===== src/rtl/mmu_pkg.sv =====
package mmu_pkg;
    typedef enum logic [2:0] {
        OP_IDLE0     = 3'd0,
        OP_ALLOC     = 3'd1,
        OP_WIPE      = 3'd2,
        OP_IDLE3     = 3'd3,
        OP_RX_DROP   = 3'd4,
        OP_RX_FREE   = 3'd5,
        OP_TX_PUSH   = 3'd6,
        OP_TX_FLUSH  = 3'd7
    } mmu_op_e;

    localparam int          FIELD_W     = 7;
    localparam logic [7:0]  RESULT_FAIL = 8'h80;
endpackage


===== src/rtl/pkt_fifo.sv =====
module pkt_fifo #(
    parameter int DEPTH = 8,
    parameter int W     = 3
) (
    input  logic         clk,
    input  logic         rst_n,
    input  logic         flush,
    input  logic         push,
    input  logic [W-1:0] push_data,
    input  logic         pop,
    output logic [W-1:0] head,
    output logic         empty,
    output logic         full
);
    localparam int AW = (DEPTH > 1) ? $clog2(DEPTH) : 1;

    typedef struct packed {
        logic [DEPTH-1:0][W-1:0] mem;
        logic [AW-1:0]           rd;
        logic [AW-1:0]           wr;
        logic [AW:0]             cnt;
    } fifo_t;

    fifo_t q, d;
    logic  do_push, do_pop;

    assign empty = (q.cnt == '0);
    assign full  = (q.cnt == (AW+1)'(DEPTH));
    assign head  = q.mem[q.rd];

    always_comb begin
        d       = q;
        do_push = push && !full;
        do_pop  = pop && !empty;
        if (flush) begin
            d.rd  = '0;
            d.wr  = '0;
            d.cnt = '0;
        end else begin
            if (do_push) begin
                d.mem[q.wr] = push_data;
                d.wr        = (q.wr == AW'(DEPTH-1)) ? '0 : q.wr + 1'b1;
            end
            if (do_pop) begin
                d.rd = (q.rd == AW'(DEPTH-1)) ? '0 : q.rd + 1'b1;
            end
            d.cnt = q.cnt + (AW+1)'(do_push) - (AW+1)'(do_pop);
        end
    end

    always_ff @(posedge clk or negedge rst_n) begin
        if (!rst_n) q <= '0;
        else        q <= d;
    end
endmodule


===== src/rtl/slot_finder.sv =====
module slot_finder #(
    parameter int NUM = 8,
    parameter int PW  = 3
) (
    input  logic [NUM-1:0] used,
    output logic           found,
    output logic [PW-1:0]  idx
);
    always_comb begin
        found = 1'b0;
        idx   = '0;
        for (int i = NUM-1; i >= 0; i--) begin
            if (!used[i]) begin
                found = 1'b1;
                idx   = PW'(i);
            end
        end
    end
endmodule


===== src/rtl/pkt_mmu.sv =====
module pkt_mmu
    import mmu_pkg::*;
#(
    parameter int TOTAL_PAGES = 16,
    parameter int NUM_PKTS    = 8,
    parameter int ALLOC_BITS  = 3,
    parameter int CMD_LAT     = 2
) (
    input  logic        clk,
    input  logic        rst_n,
    input  logic        cmd_valid,
    input  logic [7:0]  cmd_code,
    input  logic [6:0]  cur_pkt,
    input  logic        auto_release,
    output logic        busy,
    output logic [7:0]  alloc_result,
    output logic        alloc_done,
    output logic [15:0] mem_info,
    output logic [15:0] queue_status,
    input  logic        rx_req,
    input  logic [2:0]  rx_pages,
    output logic        rx_drop,
    output logic        tx_head_valid,
    output logic [6:0]  tx_head_pkt,
    input  logic        tx_done,
    input  logic        tx_ok
);
    localparam int PW = $clog2(NUM_PKTS);
    localparam int NW = ALLOC_BITS + 1;
    localparam int CW = $clog2(CMD_LAT + 1);

    typedef struct packed {
        logic [CW-1:0]                busy_cnt;
        logic                         pend;
        logic [NW-1:0]                pend_pages;
        logic [7:0]                   result;
        logic                         done;
        logic                         drop;
        logic [7:0]                   free_pages;
        logic [NUM_PKTS-1:0]          used;
        logic [NUM_PKTS-1:0][NW-1:0]  pages;
    } mmu_t;

    mmu_t q, d;

    // queue wiring
    logic          rx_push, rx_pop, rx_flush, rx_empty, rx_full;
    logic [PW-1:0] rx_head, rx_wdata;
    logic          tx_push, tx_pop, tx_flush, tx_empty, tx_full;
    logic [PW-1:0] tx_head;
    logic          dn_push, dn_pop, dn_flush, dn_empty, dn_full;
    logic [PW-1:0] dn_head;
    logic          slot_found;
    logic [PW-1:0] slot_idx;

    logic          accept;
    mmu_op_e       op;
    logic [NW-1:0] cmd_need, rx_need;
    logic [7:0]    freed, taken;

    logic unused_bits;
    assign unused_bits = ^{cmd_code[4:ALLOC_BITS], cur_pkt[6:PW], dn_full};

    assign accept   = cmd_valid && (q.busy_cnt == '0);
    assign op       = mmu_op_e'(cmd_code[7:5]);
    assign cmd_need = {1'b0, cmd_code[ALLOC_BITS-1:0]} + 1'b1;
    assign rx_need  = {1'b0, rx_pages} + 1'b1;
    assign dn_pop   = 1'b0;

    slot_finder #(.NUM(NUM_PKTS), .PW(PW)) u_find (
        .used  (q.used),
        .found (slot_found),
        .idx   (slot_idx)
    );

    pkt_fifo #(.DEPTH(NUM_PKTS), .W(PW)) u_rxq (
        .clk(clk), .rst_n(rst_n), .flush(rx_flush), .push(rx_push),
        .push_data(rx_wdata), .pop(rx_pop), .head(rx_head),
        .empty(rx_empty), .full(rx_full)
    );

    pkt_fifo #(.DEPTH(NUM_PKTS), .W(PW)) u_txq (
        .clk(clk), .rst_n(rst_n), .flush(tx_flush), .push(tx_push),
        .push_data(cur_pkt[PW-1:0]), .pop(tx_pop), .head(tx_head),
        .empty(tx_empty), .full(tx_full)
    );

    pkt_fifo #(.DEPTH(NUM_PKTS), .W(PW)) u_doneq (
        .clk(clk), .rst_n(rst_n), .flush(dn_flush), .push(dn_push),
        .push_data(tx_head), .pop(dn_pop), .head(dn_head),
        .empty(dn_empty), .full(dn_full)
    );

    always_comb begin
        d        = q;
        d.done   = 1'b0;
        d.drop   = 1'b0;
        rx_push  = 1'b0;
        rx_pop   = 1'b0;
        rx_flush = 1'b0;
        rx_wdata = slot_idx;
        tx_push  = 1'b0;
        tx_pop   = 1'b0;
        tx_flush = 1'b0;
        dn_push  = 1'b0;
        dn_flush = 1'b0;
        freed    = '0;
        taken    = '0;

        if (q.busy_cnt != '0) d.busy_cnt = q.busy_cnt - 1'b1;
        if (accept)           d.busy_cnt = CW'(CMD_LAT);

        if (accept && op == OP_WIPE) begin
            d.used       = '0;
            d.free_pages = 8'(TOTAL_PAGES);
            d.pend       = 1'b0;
            rx_flush     = 1'b1;
            tx_flush     = 1'b1;
            dn_flush     = 1'b1;
        end else begin
            if (accept) begin
                case (op)
                    OP_ALLOC: begin
                        d.pend       = 1'b1;
                        d.pend_pages = cmd_need;
                        d.result     = RESULT_FAIL;
                    end
                    OP_RX_DROP: rx_pop = !rx_empty;
                    OP_RX_FREE: begin
                        if (!rx_empty) begin
                            rx_pop            = 1'b1;
                            d.used[rx_head]   = 1'b0;
                            freed             = freed + 8'(q.pages[rx_head]);
                        end
                    end
                    OP_TX_PUSH: tx_push = !tx_full;
                    OP_TX_FLUSH: begin
                        tx_flush = 1'b1;
                        dn_flush = 1'b1;
                    end
                    default: ;
                endcase
            end

            if (tx_done && !tx_empty && !tx_flush) begin
                tx_pop = 1'b1;
                if (auto_release && tx_ok) begin
                    d.used[tx_head] = 1'b0;
                    freed           = freed + 8'(q.pages[tx_head]);
                end else begin
                    dn_push = 1'b1;
                end
            end

            if (rx_req) begin
                if (slot_found && !rx_full && q.free_pages >= 8'(rx_need)) begin
                    d.used[slot_idx]  = 1'b1;
                    d.pages[slot_idx] = rx_need;
                    rx_push           = 1'b1;
                    taken             = 8'(rx_need);
                end else begin
                    d.drop = 1'b1;
                end
            end else if (q.pend && !(accept && op == OP_ALLOC) && slot_found &&
                         q.free_pages >= 8'(q.pend_pages)) begin
                d.used[slot_idx]  = 1'b1;
                d.pages[slot_idx] = q.pend_pages;
                d.pend            = 1'b0;
                d.done            = 1'b1;
                d.result          = 8'(slot_idx);
                taken             = 8'(q.pend_pages);
            end

            d.free_pages = q.free_pages + freed - taken;
        end
    end

    always_ff @(posedge clk or negedge rst_n) begin
        if (!rst_n) begin
            q            <= '0;
            q.result     <= RESULT_FAIL;
            q.free_pages <= 8'(TOTAL_PAGES);
        end else begin
            q <= d;
        end
    end

    assign busy          = (q.busy_cnt != '0);
    assign alloc_result  = q.result;
    assign alloc_done    = q.done;
    assign rx_drop       = q.drop;
    assign mem_info      = {q.free_pages, 8'(TOTAL_PAGES)};
    assign queue_status  = {rx_empty, rx_empty ? 7'd0 : FIELD_W'(rx_head),
                            dn_empty, dn_empty ? 7'd0 : FIELD_W'(dn_head)};
    assign tx_head_valid = !tx_empty;
    assign tx_head_pkt   = tx_empty ? 7'd0 : FIELD_W'(tx_head);
endmodule


===== config.mk =====
export PLATFORM = sky130hd
export DESIGN_NAME = pkt_mmu
export DESIGN_NICKNAME = d
export VERILOG_FILES = /design/src/rtl/mmu_pkg.sv /design/src/rtl/pkt_fifo.sv /design/src/rtl/slot_finder.sv /design/src/rtl/pkt_mmu.sv
export SDC_FILE = /design/constraint.sdc
export NUM_CORES = 1
export LEC_CHECK = 0
export BUFFER_PORTS_ARGS = -buffer_cell sky130_fd_sc_hd__buf_4
export CORE_MARGIN = 2
export CORE_UTILIZATION = 60
export DETAILED_ROUTE_END_ITERATION = 8
export GPL_ROUTABILITY_DRIVEN = 0
export PLACE_DENSITY = 0.89
export REMOVE_ABC_BUFFERS = 1
export SLEW_MARGIN = 0
export SYNTH_ARGS = -nofsm -noshare
export SYNTH_HDL_FRONTEND = slang
export SYNTH_SLANG_ARGS = --single-unit

===== constraint.sdc =====
create_clock -name clk -period 15.1 [get_ports clk]
set_input_delay 2.265 -clock clk [delete_from_list [all_inputs] [get_ports clk]]
set_output_delay 2.265 -clock clk [all_outputs]
set_load 0.05 [all_outputs]

Yosys cells after proc, flatten, opt, wreduce, memory -nomap -nowiden
Index checks and enable logic that the tools add are counted.

storage, ports and cells
  logic and storage cells = 264
  register bits after elaboration = 164
  output and inout port bits = 51

operators by class
  reductions and logical operators = 46
  $add $sub $neg = 16
  equality and inequality tests = 15
  bitwise operators = 9
  mux-type cells = 114
  $lt $le $gt $ge = 16

operators by type and width
  kind                                                                                 count
  40-bit 2-to-1 mux                                                                    3
  8-bit 2-to-1 mux                                                                     13
  3-bit 2-to-1 mux                                                                     26
  24-bit bitwise mux                                                                   3
  32-bit bitwise mux                                                                   2
  1-bit 2-to-1 mux                                                                     36
  3-bit by 4-bit < comparator with 1-bit output, second input constant                 8
  4-bit 2-to-1 mux                                                                     8
  3-bit demux with 3-bit select                                                        3
  3-bit equality test, second input constant                                           9
  13-bit 2-to-1 mux                                                                    2
  4-bit binary-select mux with 3-bit select                                            2
  1-bit logical AND                                                                    22
  10-bit 2-to-1 mux                                                                    2
  3-bit binary-select mux with 3-bit select                                            2
  3-bit by 1-bit greater-or-equal comparator with 1-bit output, second input constant  6
  9-bit 2-to-1 mux                                                                     2
  8-bit bitwise AND                                                                    2
  8-bit by 4-bit greater-or-equal comparator with 1-bit output                         2
  16-bit 2-to-1 mux                                                                    1
  8-bit NOT                                                                            2
  2-bit nonzero test                                                                   8
  3-bit by 1-bit adder with 3-bit output, second input constant                        5
  4-bit by 1-bit adder with 4-bit output                                               3
  22 further kinds                                                                     44

Logic depth before layout (Yosys ltp)
Gate-level depths: netlist of run 1.

  depth after elaboration = 20
  mapped depth = 21

Hierarchy
Synthesis of run 1 repeated with hierarchy kept, for this count alone.

second synthesis, totals
  cells, all modules = 871
  area total of the unflattened synthesis = 10,119.7 um^2

by module, submodules not included
  module                   instances  area each (um^2)  cells each
  pkt_mmu                  1          4,516.8           452
  pkt_fifo at u_doneq ...  2          1,844.3           134
  pkt_fifo at u_txq        1          1,835.5           135
  slot_finder              1          78.8              16

Least setup slack after synthesis of run 1
OpenSTA, ideal clock, no wires.

  kind = in2reg
  from = in cmd_valid
  to = reg q, in the netlist mem_info[15]
  setup slack = 9.140 ns
  data arrival time = 5.828 ns
  stages on the path = 15
  data required time = 14.968 ns
  buffers on the path = 0
  cells stage by stage = nand3_1 -> nor3_2 -> nand2_1 -> nor3_1 -> fa_1 -> mux2_2 -> fa_1 -> ha_1 -> a21o_1 -> a21oi_1 -> nor2b_1 -> o21a_1 -> o41a_1 -> xor2_1 -> nor2_1

RTL lines
  item                line           RTL
  start: declaration  pkt_mmu.sv:11  input logic cmd_valid,
  end: declaration    pkt_mmu.sv:44  mmu_t q, d;

==> insert_results.sql, run 1 <==
INSERT INTO impl_metrics (metric_group, metric, value, unit) VALUES
('timing', 'post_route_setup_tns', '0', 'ns'),
('timing', 'report.final.slew_viol_count', '0', ''),
('worst_setup_path', 'worst-path-max-fanout', '10', ''),
('drt', 'first_pass_iters', '5', ''),
('clocking', 'worst_setup_hold_path_clk_slew', '0.07', 'ns'),
('timing', 'finalHoldViolations', '0', ''),
('place', 'dp_hpwl', '12600', 'um'),
('place', 'numPortBuffers', '49', ''),
('timing', 'fin_crit', '6.44', 'ns'),
('run_status', 'result_of_the_run', 'finished clean', ''),
('floorplanning', 'floorplan.initialDensity', '61.2', '%'),
('global_route', 'first_global_vias', '6048', ''),
('synth', 'post_synth_instance_area', '8460', 'um2'),
('drt', 'detailedRoute.firstIterationViolations', '439', ''),
('clocking', 'tritoncts.num_buffers', '17', ''),
('worst_setup_path', 'timing.reg2reg.worst_path_depth', '19', ''),
('layout', 'layout_common_cells', 'dfrtp_1 (141), mux2_2 (81), buf_4 (56)', ''),
('synth', 'synth_flop_cell', 'dfrtp_1', ''),
('worst_setup_path', 'worstSetupEndpointType', 'register', ''),
('worst_setup_path', 'crit_path_top_delay_cell', 'nor3_2', ''),
('timing', 'finalCritPeriodShare', '42.7', '%'),
('synth', 'syn_avg_cell_area', '11.1', 'um2'),
('worst_setup_path', 'critical_path_required', '15.43', 'ns'),
('drt', 'postRouteWirelength', '18400', 'um'),
('floorplanning', 'dieArea', '15100', 'um2'),
('drt', 'detail_route.vias_per_cell', '6.03', ''),
('drt', 'num_vias', '5946', ''),
('place', 'detailedPlace.worstSlack', '8.21', 'ns'),
('drt', 'post_detailed_route_count_of_antenna_violating_nets', '0', ''),
('synth', 'synthArstFlopShare', '100', '%'),
('synth', 'seq_area_frac_synth', '42.3', '%'),
('worst_setup_path', 'rrSetupSlack', '9.44', 'ns'),
('pwr', 'power_density', '229', 'nW/um2'),
('timing', 'max_clock_freq', '155', 'MHz'),
('synth', 'ys_ff_latch', '143', ''),
('timing', 'setup_repair_after_global_routing_missed_its_margin', 'no', ''),
('timing', 'worst-slew-pin-transition', '0.825', 'ns'),
('job', 'maxCapViolCount', '0', ''),
('floorplanning', 'floorplan.die.width', '123', 'um'),
('floorplanning', 'coreArea', '13800', 'um2'),
('clocking', 'cts_post_setup_buffers_inserted', '0', ''),
('timing', 'post-route-worst-setup-slack', '8.66', 'ns'),
('layout', 'layout.cells.most_common', 'dfrtp_1', ''),
('worst_setup_path', 'worst_ep_arrival_time', '6.77', 'ns'),
('pwr', 'p_leak', '4.72', 'nW'),
('worst_setup_path', 'critical_path.max_stage_delay', '0.65', 'ns'),
('clocking', 'cts_h_tree_depth', '4', ''),
('layout', 'final_nets', '875', ''),
('layout', 'share_of_post_route_cells_with_drive_strength_above_1', '24.9', '%'),
('drt', 'post-route-drc-count', '0', ''),
('clocking', 'cts-root-to-sink-buffers', '2', ''),
('worst_setup_path', 'rr_startpoint', 'u_txq.q[7]', ''),
('hold_path', 'holdPathEnd', 'q[63]', ''),
('global_route', 'grt_first_pass_wirelength', '30200', 'um'),
('timing', 'slew_headroom', '45.0', '%'),
('global_route', 'antenna_found_initial', '0', ''),
('hold_path', 'holdPathStages', '1', ''),
('clocking', 'post_cts.resized_instances', '0', ''),
('timing', 'fin_skew', '0.0116', 'ns'),
('hold_path', 'hold_start', 'q[63]', ''),
('floorplanning', 'number_of_top_level_design_ports', '76', ''),
('worst_setup_path', 'worst-setup-path-type', 'in2reg', ''),
('clocking', 'worst_skew_pair.late_latency', '0.44', 'ns'),
('synth', 'number_of_instances_in_the_synthesized_netlist', '765', ''),
('worst_setup_path', 'critical_path.top_delay_family', 'simple AND/OR/NAND/NOR gates', ''),
('clocking', 'cts_tree', 'done', ''),
('worst_setup_path', 'critical_path.n_buffers_inverters', '1', ''),
('synth', 'synth.distinct_cells', '58', ''),
('floorplanning', 'die_h', '123', 'um'),
('clocking', 'clock_sinks', '143', ''),
('clocking', 'cts_stage_hold_buffer_count', '0', '');
-- power breakdown --
| group | switching (mW) | internal [mW] |
|---|---|---|
| clock network | 0.177 | 0.250 |
| logic | 0.604 | 0.446 |
| registers | 0.137 | 0.530 |
-- through the flow --
step                total power, mW  area (um2)  util (%)  hold WS (ns)  std cells
floorplan                      1.42        8100         -         0.451        717
global placement               1.65        8760      63.4         0.462        954
detailed placement             1.70        8760      63.4         0.485        954
CTS                            2.14        9360      67.7         0.495        986
global route                   2.28        9360      67.7         0.519        986
finish                         2.14        9360      67.7         0.487        986
-- sequential cells by signal, summed over array words and instances (netlist names) --
| register | count |
|---|---|
| mem_info | 8 |
| q | 47 |
| alloc_result | 8 |
| u_rxq.q | 34 |
| rx_drop | 1 |
| u_doneq.q | 10 |
| alloc_done | 1 |
| u_txq.q | 34 |
-- per-layer routing --
metal  vias to the layer above  GRT usage, %  wire [um]
li1                       2715             -          -
met1                      2981          34.0       7760
met2                       208          43.5       9240
met3                        42          4.51        914
met4                         0          12.1        489
met5                         -             0          0
-- worst max path at each step --
stage | start | end | cells past startpoint
after floorplan | cmd_valid | mem_info[15] | 15
after global placement | cmd_code[7] | mem_info[15] | 17
after detailed placement | cmd_code[7] | mem_info[15] | 16
after CTS | cmd_code[7] | mem_info[15] | 16
after global routing | cmd_code[7] | mem_info[15] | 16
final | cmd_code[7] | mem_info[15] | 17
-- logic make-up (layout without fill, tap and decap cells) --
kind of cell    count (synthesis)  count (layout)  synth area share (%)
mux                           130             130                  18.4
simple gates                  202             202                  12.9
buf+inv                       109             132                  6.93
other cells                     2              20                0.0888
flops                         143             143                  42.3
compound gates                106             106                  8.64
xor+xnor                       16              16                  1.66
fa+ha+maj                      57              57                  9.05
-- cells in the mapped netlist (6+ instances only) --
cell	number	area [um2]
buf_4	44	330
a211oi_1	12	90.1
nor3_1	12	60.1
mux2_2	81	912
nand2b_1	11	68.8
a21oi_1	22	110
nand2_1	44	165
o21ai_0	18	90.1
mux4_2	12	270
a22oi_1	10	75.1
ha_1	50	626
nor2b_1	13	81.3
a21o_1	15	113
nor2_1	44	165
nand4_1	8	50.1
xnor2_1	9	78.8
fa_1	7	140
clkbuf_1	17	63.8
nand3b_1	7	52.6
nand3_1	18	90.1
inv_1	43	161
and3_1	10	62.6
a22o_1	6	52.6
mux2i_1	35	350
xor2_1	7	61.3
and2_1	10	62.6
dfrtp_1	141	3530
-- cell type report --
type	instances	area, um2
Sequential cell	143	3580
Timing Repair Buffer	57	432
Clock inverter	14	153
Fill cell	979	4470
Multi-Input combinational cell	531	4370
Inverter	43	161
Tap cell	180	225
Clock buffer	18	439
Power figures use the tool's default switching activity.
==> run 2, diff against run 1 <==
--- a/config.mk
+++ b/config.mk
@@ -5,12 +5,13 @@
 export SDC_FILE = /design/constraint.sdc
 export NUM_CORES = 1
 export LEC_CHECK = 0
+export ABC_AREA = 1
 export BUFFER_PORTS_ARGS = -buffer_cell sky130_fd_sc_hd__buf_4
 export CORE_MARGIN = 2
-export CORE_UTILIZATION = 60
+export CORE_UTILIZATION = 55
 export DETAILED_ROUTE_END_ITERATION = 8
 export GPL_ROUTABILITY_DRIVEN = 0
-export PLACE_DENSITY = 0.89
+export PLACE_DENSITY = 0.86
 export REMOVE_ABC_BUFFERS = 1
 export SLEW_MARGIN = 0
 export SYNTH_ARGS = -nofsm -noshare
==> constraint.sdc (replaced) <==
create_clock -name clk -period 5.7 [get_ports clk]
set_input_delay 0.855 -clock clk [delete_from_list [all_inputs] [get_ports clk]]
set_output_delay 0.855 -clock clk [all_outputs]
set_load 0.05 [all_outputs]
==> run 2 against run 1 <==
Net effect: worst setup slack worse by 7.7 ns; total power rose to 3.1 times the previous value; non-clock buffer count decreased by 5; core utilization fell by 4.9 points; wire length grew 16%; largest power group unchanged; global-route usage fell by 1.6 points; sequential power rose to 2.7 times the previous value; critical endpoint is now mem_info[13].
==> insert_results.sql, run 2 <==
INSERT INTO impl_metrics (metric_group, metric, value, unit) VALUES
('run_status', 'result_of_the_run', 'finished clean', ''),
('clocking', 'clock_sinks', '143', ''),
('place', 'detailedPlace.worstSlack', '1.05', 'ns'),
('synth', 'synth_top_area_cell', 'dfrtp_1', ''),
('drt', 'detailedRoute.firstIterationViolations', '727', ''),
('worst_setup_path', 'rrSetupSlack', '0.94', 'ns'),
('floorplanning', 'die_h', '132', 'um'),
('layout', 'filler_cell_count', '1339', ''),
('pwr', 'vdd.ir_drop.worst', '285', 'uV'),
('worst_setup_path', 'crit_path_cell_trace', 'inv_2 -> nor2_1 -> o211ai_1 -> nand2_4 -> inv_4 -> nand2_1 -> nand3_1 -> nand4_1 -> ha_1 -> fa_1 -> xor2_1 -> nand2_1 -> nand2_1 -> fa_1 -> ha_1 -> a21o_1 -> a31oi_1 -> nor2_1 -> o21ai_0 -> nand2_1 -> nand2_1 -> nand2_1 -> nor2_1', ''),
('place', 'place_inst', '1392', ''),
('global_route', 'first_global_vias', '7453', ''),
('hold_path', 'holdPathEnd', 'u_rxq.q[21]', ''),
('worst_setup_path', 'rr_startpoint', 'u_txq.q[7]', ''),
('global_route', 'met3_usage', '4.10', '%'),
('worst_setup_path', 'critical_path.n_buffers_inverters', '2', ''),
('global_route', 'grt_max_degree', '101', ''),
('pwr', 'p_comb_share', '55.2', '%'),
('layout', 'largest_register_ffs', '47', ''),
('worst_setup_path', 'worst_ep_arrival_time', '5.12', 'ns'),
('floorplanning', 'floorplan.initialDensity', '56.7', '%'),
('clocking', 'worst_setup_hold_path_clk_slew', '0.07', 'ns'),
('synth', 'synth_flop_cell', 'dfrtp_1', ''),
('floorplanning', 'number_of_top_level_design_ports', '76', ''),
('worst_setup_path', 'crit_path_top_delay_cell', 'dfrtp_1', ''),
('drt', 'wire_per_inst', '15.0', 'um'),
('synth', 'synth_top_cell_area_share', '38.9', '%'),
('layout', 'antenna_cells', '0', ''),
('worst_setup_path', 'cp.depth', '23', ''),
('layout', 'biggestRegsByFlops', 'q (47), u_rxq.q (34), u_txq.q (34)', ''),
('layout', 'top_register', 'q', ''),
('worst_setup_path', 'startpoint_type', 'register', ''),
('timing', 'max_clock_freq', '210', 'MHz'),
('hold_path', 'hold_start', 'u_rxq.q[21]', ''),
('timing', 'slew_headroom', '37.7', '%'),
('timing', 'finalCritPeriodShare', '83.4', '%'),
('worst_setup_path', 'worst-path-max-fanout', '19', ''),
('synth', 'ys_ff_latch', '143', ''),
('clocking', 'cts_post_setup_buffers_inserted', '0', ''),
('layout', 'layout_common_cells', 'nand2_1 (344), dfrtp_1 (141), inv_1 (111)', ''),
('synth', 'seq_area_frac_synth', '39.5', '%'),
('layout', 'synthToLayoutAreaGrowth', '10.8', '%'),
('timing', 'fin_crit', '4.76', 'ns'),
('global_route', 'antenna_found_initial', '0', ''),
('timing', 'worst-slew-pin-transition', '0.931', 'ns'),
('drt', 'detail_route.vias_per_cell', '5.49', ''),
('place', 'dp_hpwl', '15100', 'um'),
('worst_setup_path', 'critical_path.max_stage_delay', '0.57', 'ns'),
('drt', 'first_pass_iters', '8', ''),
('global_route', 'grt_first_pass_wirelength', '35200', 'um'),
('synth', 'synthArstFlopShare', '100', '%'),
('floorplanning', 'dieArea', '17500', 'um2'),
('global_route', 'grt_most_used_layer', 'met2', ''),
('floorplanning', 'floorplan.die.width', '132', 'um'),
('worst_setup_path', 'critical_path.top_delay_family', 'adder cells', ''),
('pwr', 'internal_power', '3.36', 'mW'),
('worst_setup_path', 'worst-setup-path-type', 'reg2reg', ''),
('worst_setup_path', 'critical_path_required', '6.07', 'ns'),
('hold_path', 'timing.hold.worst.class', 'reg2reg', ''),
('floorplanning', 'rows', '46', ''),
('drt', 'post_detailed_route_count_of_antenna_violating_nets', '0', ''),
('global_route', 'overflow', '0', ''),
('pwr', 'power_density', '669', 'nW/um2'),
('worst_setup_path', 'critical_register_to_register_path_endpoint', 'mem_info[13]', ''),
('timing', 'post_route_setup_tns', '0', 'ns'),
('synth', 'synth.most_common_cell', 'nand2_1', ''),
('synth', 'netlist_top_cells_area', 'dfrtp_1 (39%), nand2_1 (14%), ha_1 (6.9%), nand3_1 (5.9%), inv_1 (4.6%)', ''),
('worst_setup_path', 'worstSetupEndpointType', 'register', ''),
('synth', 'synth.distinct_cells', '56', ''),
('timing', 'fin_skew', '0.0110', 'ns'),
('timing', 'setup-violations-final', '0', ''),
('timing', 'setup_repair_after_global_routing_missed_its_margin', 'no', ''),
('hold_path', 'holdPathStages', '2', ''),
('worst_setup_path', 'critical-path-top-cell-by-count', 'nand2_1', ''),
('clocking', 'cts-root-to-sink-buffers', '2', ''),
('worst_setup_path', 'timing.reg2reg.worst_path_depth', '23', ''),
('clocking', 'post_cts.resized_instances', '0', ''),
('pwr', 'totalPowerFinal', '6.72', 'mW'),
('drt', 'num_vias', '7812', ''),
('drt', 'postRouteWirelength', '21300', 'um'),
('layout', 'share_of_post_route_cells_with_drive_strength_above_1', '14.7', '%'),
('timing', 'post-route-worst-setup-slack', '0.944', 'ns'),
('clocking', 'cts_stage_hold_buffer_count', '0', ''),
('clocking', 'cts_h_tree_depth', '4', ''),
('global_route', 'grt_util_met2', '41.9', '%'),
('layout', 'final_nets', '1277', ''),
('floorplanning', 'coreArea', '16000', 'um2'),
('clocking', 'cts_root_buf', 'clkbuf_16', ''),
('clocking', 'worst_skew_pair.late_latency', '0.43', 'ns'),
('global_route', 'total_routing_usage_gr', '24.8', '%'),
('place', 'numPortBuffers', '49', ''),
('synth', 'yosysWarnings', '0', ''),
('layout', 'layout.cells.most_common', 'nand2_1', ''),
('synth', 'yosys-top-cells-count', 'nand2_1 (344), dfrtp_1 (141), inv_1 (111), nand3_1 (107), nor2_1 (93)', ''),
('timing', 'report.final.slew_viol_count', '0', ''),
('job', 'maxCapViolCount', '0', ''),
('synth', 'number_of_instances_in_the_synthesized_netlist', '1161', ''),
('pwr', 'pwr-share-seq', '26.6', '%'),
('pwr', 'power.clock.fraction', '18.1', '%'),
('synth', 'synth_edf_count', '0', ''),
('clocking', 'cts_tree', 'done', ''),
('global_route', 'globalRouteMet1Util', '31.2', '%'),
('synth', 'post_synth_instance_area', '9070', 'um2'),
('pwr', 'netSwitchingPower', '3.36', 'mW'),
('pwr', 'p_leak', '5.15', 'nW'),
('clocking', 'tritoncts.num_buffers', '17', ''),
('timing', 'finalHoldViolations', '0', ''),
('layout', 'multi_input_comb_area', '4640', 'um2'),
('layout', 'fin_cells', '1424', ''),
('pwr', 'p_sw_share', '50.0', '%'),
('drt', 'post-route-drc-count', '0', ''),
('synth', 'syn_avg_cell_area', '7.81', 'um2'),
('layout', 'area.sequential', '3580', 'um2');
## run 2: cell types whose count changed in the layout (fill, tap and decap cells not counted), moves of 34 or more
cell / delta
o21ai_1: +41
nand2_1: +300
nand3_1: +89
mux2_2: -81
inv_1: +68
nor2_1: +49
mux2i_1: -34
## run 2: logic make-up (layout without fill, tap and decap cells)
group / Yosys count / count (layout) / share of synthesized area, %
other: 2 / 20 / 0.0828
flip-flops: 143 / 143 / 39.5
XOR/XNOR: 9 / 9 / 0.869
AND/OR/NAND/NOR: 629 / 629 / 32.5
buffers and inverters: 190 / 219 / 10.2
AO/OA/AOI/OAI: 131 / 131 / 8.45
adder cells (fa/ha/maj): 57 / 57 / 8.44
## run 2: worst max path at each step
stage               start            to
2_1_floorplan  u_txq.q[7]  mem_info[14]
3_3_place_gp   u_txq.q[7]  mem_info[13]
3_5_place_dp   u_txq.q[7]  mem_info[13]
4_1_cts        u_txq.q[7]  mem_info[13]
5_1_grt        u_txq.q[7]  mem_info[13]
6_report       u_txq.q[7]  mem_info[13]
## run 2: per-stage QoR
stage | hold slack (ns) | util (%) | area (um2)
detailed placement | 0.468 | 58.8 | 9400
finish | 0.484 | 62.8 | 10000
global route | 0.499 | 62.8 | 10000
CTS | 0.484 | 62.8 | 10000
floorplan | 0.448 | - | 8730
global placement | 0.463 | 58.8 | 9400
## run 2: final cells by class
cell class,instances,share of cell area [%]
multi-input combinational,846,46.2
sequential,143,35.6
inverter,135,5.12
clock buffer,18,4.37
timing repair buffer,52,3.92
tap,216,2.69
clock inverter,14,2.07
## run 2: power by group through the flow
stage	sequential [mW]	combinational (mW)	clock, mW
final	1.79	3.71	1.22
after CTS	1.78	3.67	1.23
after global placement	1.77	3.49	0
after detailed placement	1.78	3.64	0
after global routing	1.83	4.08	1.28
after floorplan	1.88	2.59	0
## run 2: worst register-to-register path: stages (launching register included)
cell and delay, ns:
dfrtp_1 0.57, inv_2 0.29, nor2_1 0.08, o211ai_1 0.27, nand2_4 0.22, inv_4 0.25, nand2_1 0.10, nand3_1 0.11
nand4_1 0.12, ha_1 0.25, fa_1 0.41, xor2_1 0.17, nand2_1 0.07, nand2_1 0.06, fa_1 0.44, ha_1 0.36
a21o_1 0.18, a31oi_1 0.21, nor2_1 0.09, o21ai_0 0.15, nand2_1 0.09, nand2_1 0.06, nand2_1 0.04, nor2_1 0.10
## run 2: metal layers
metal / vias to the layer above / share of wire (%)
met5: - / 0
met4: 0 / 3.5
met3: 76 / 7.1
met2: 323 / 48
met1: 3658 / 41
li1: 3755 / -
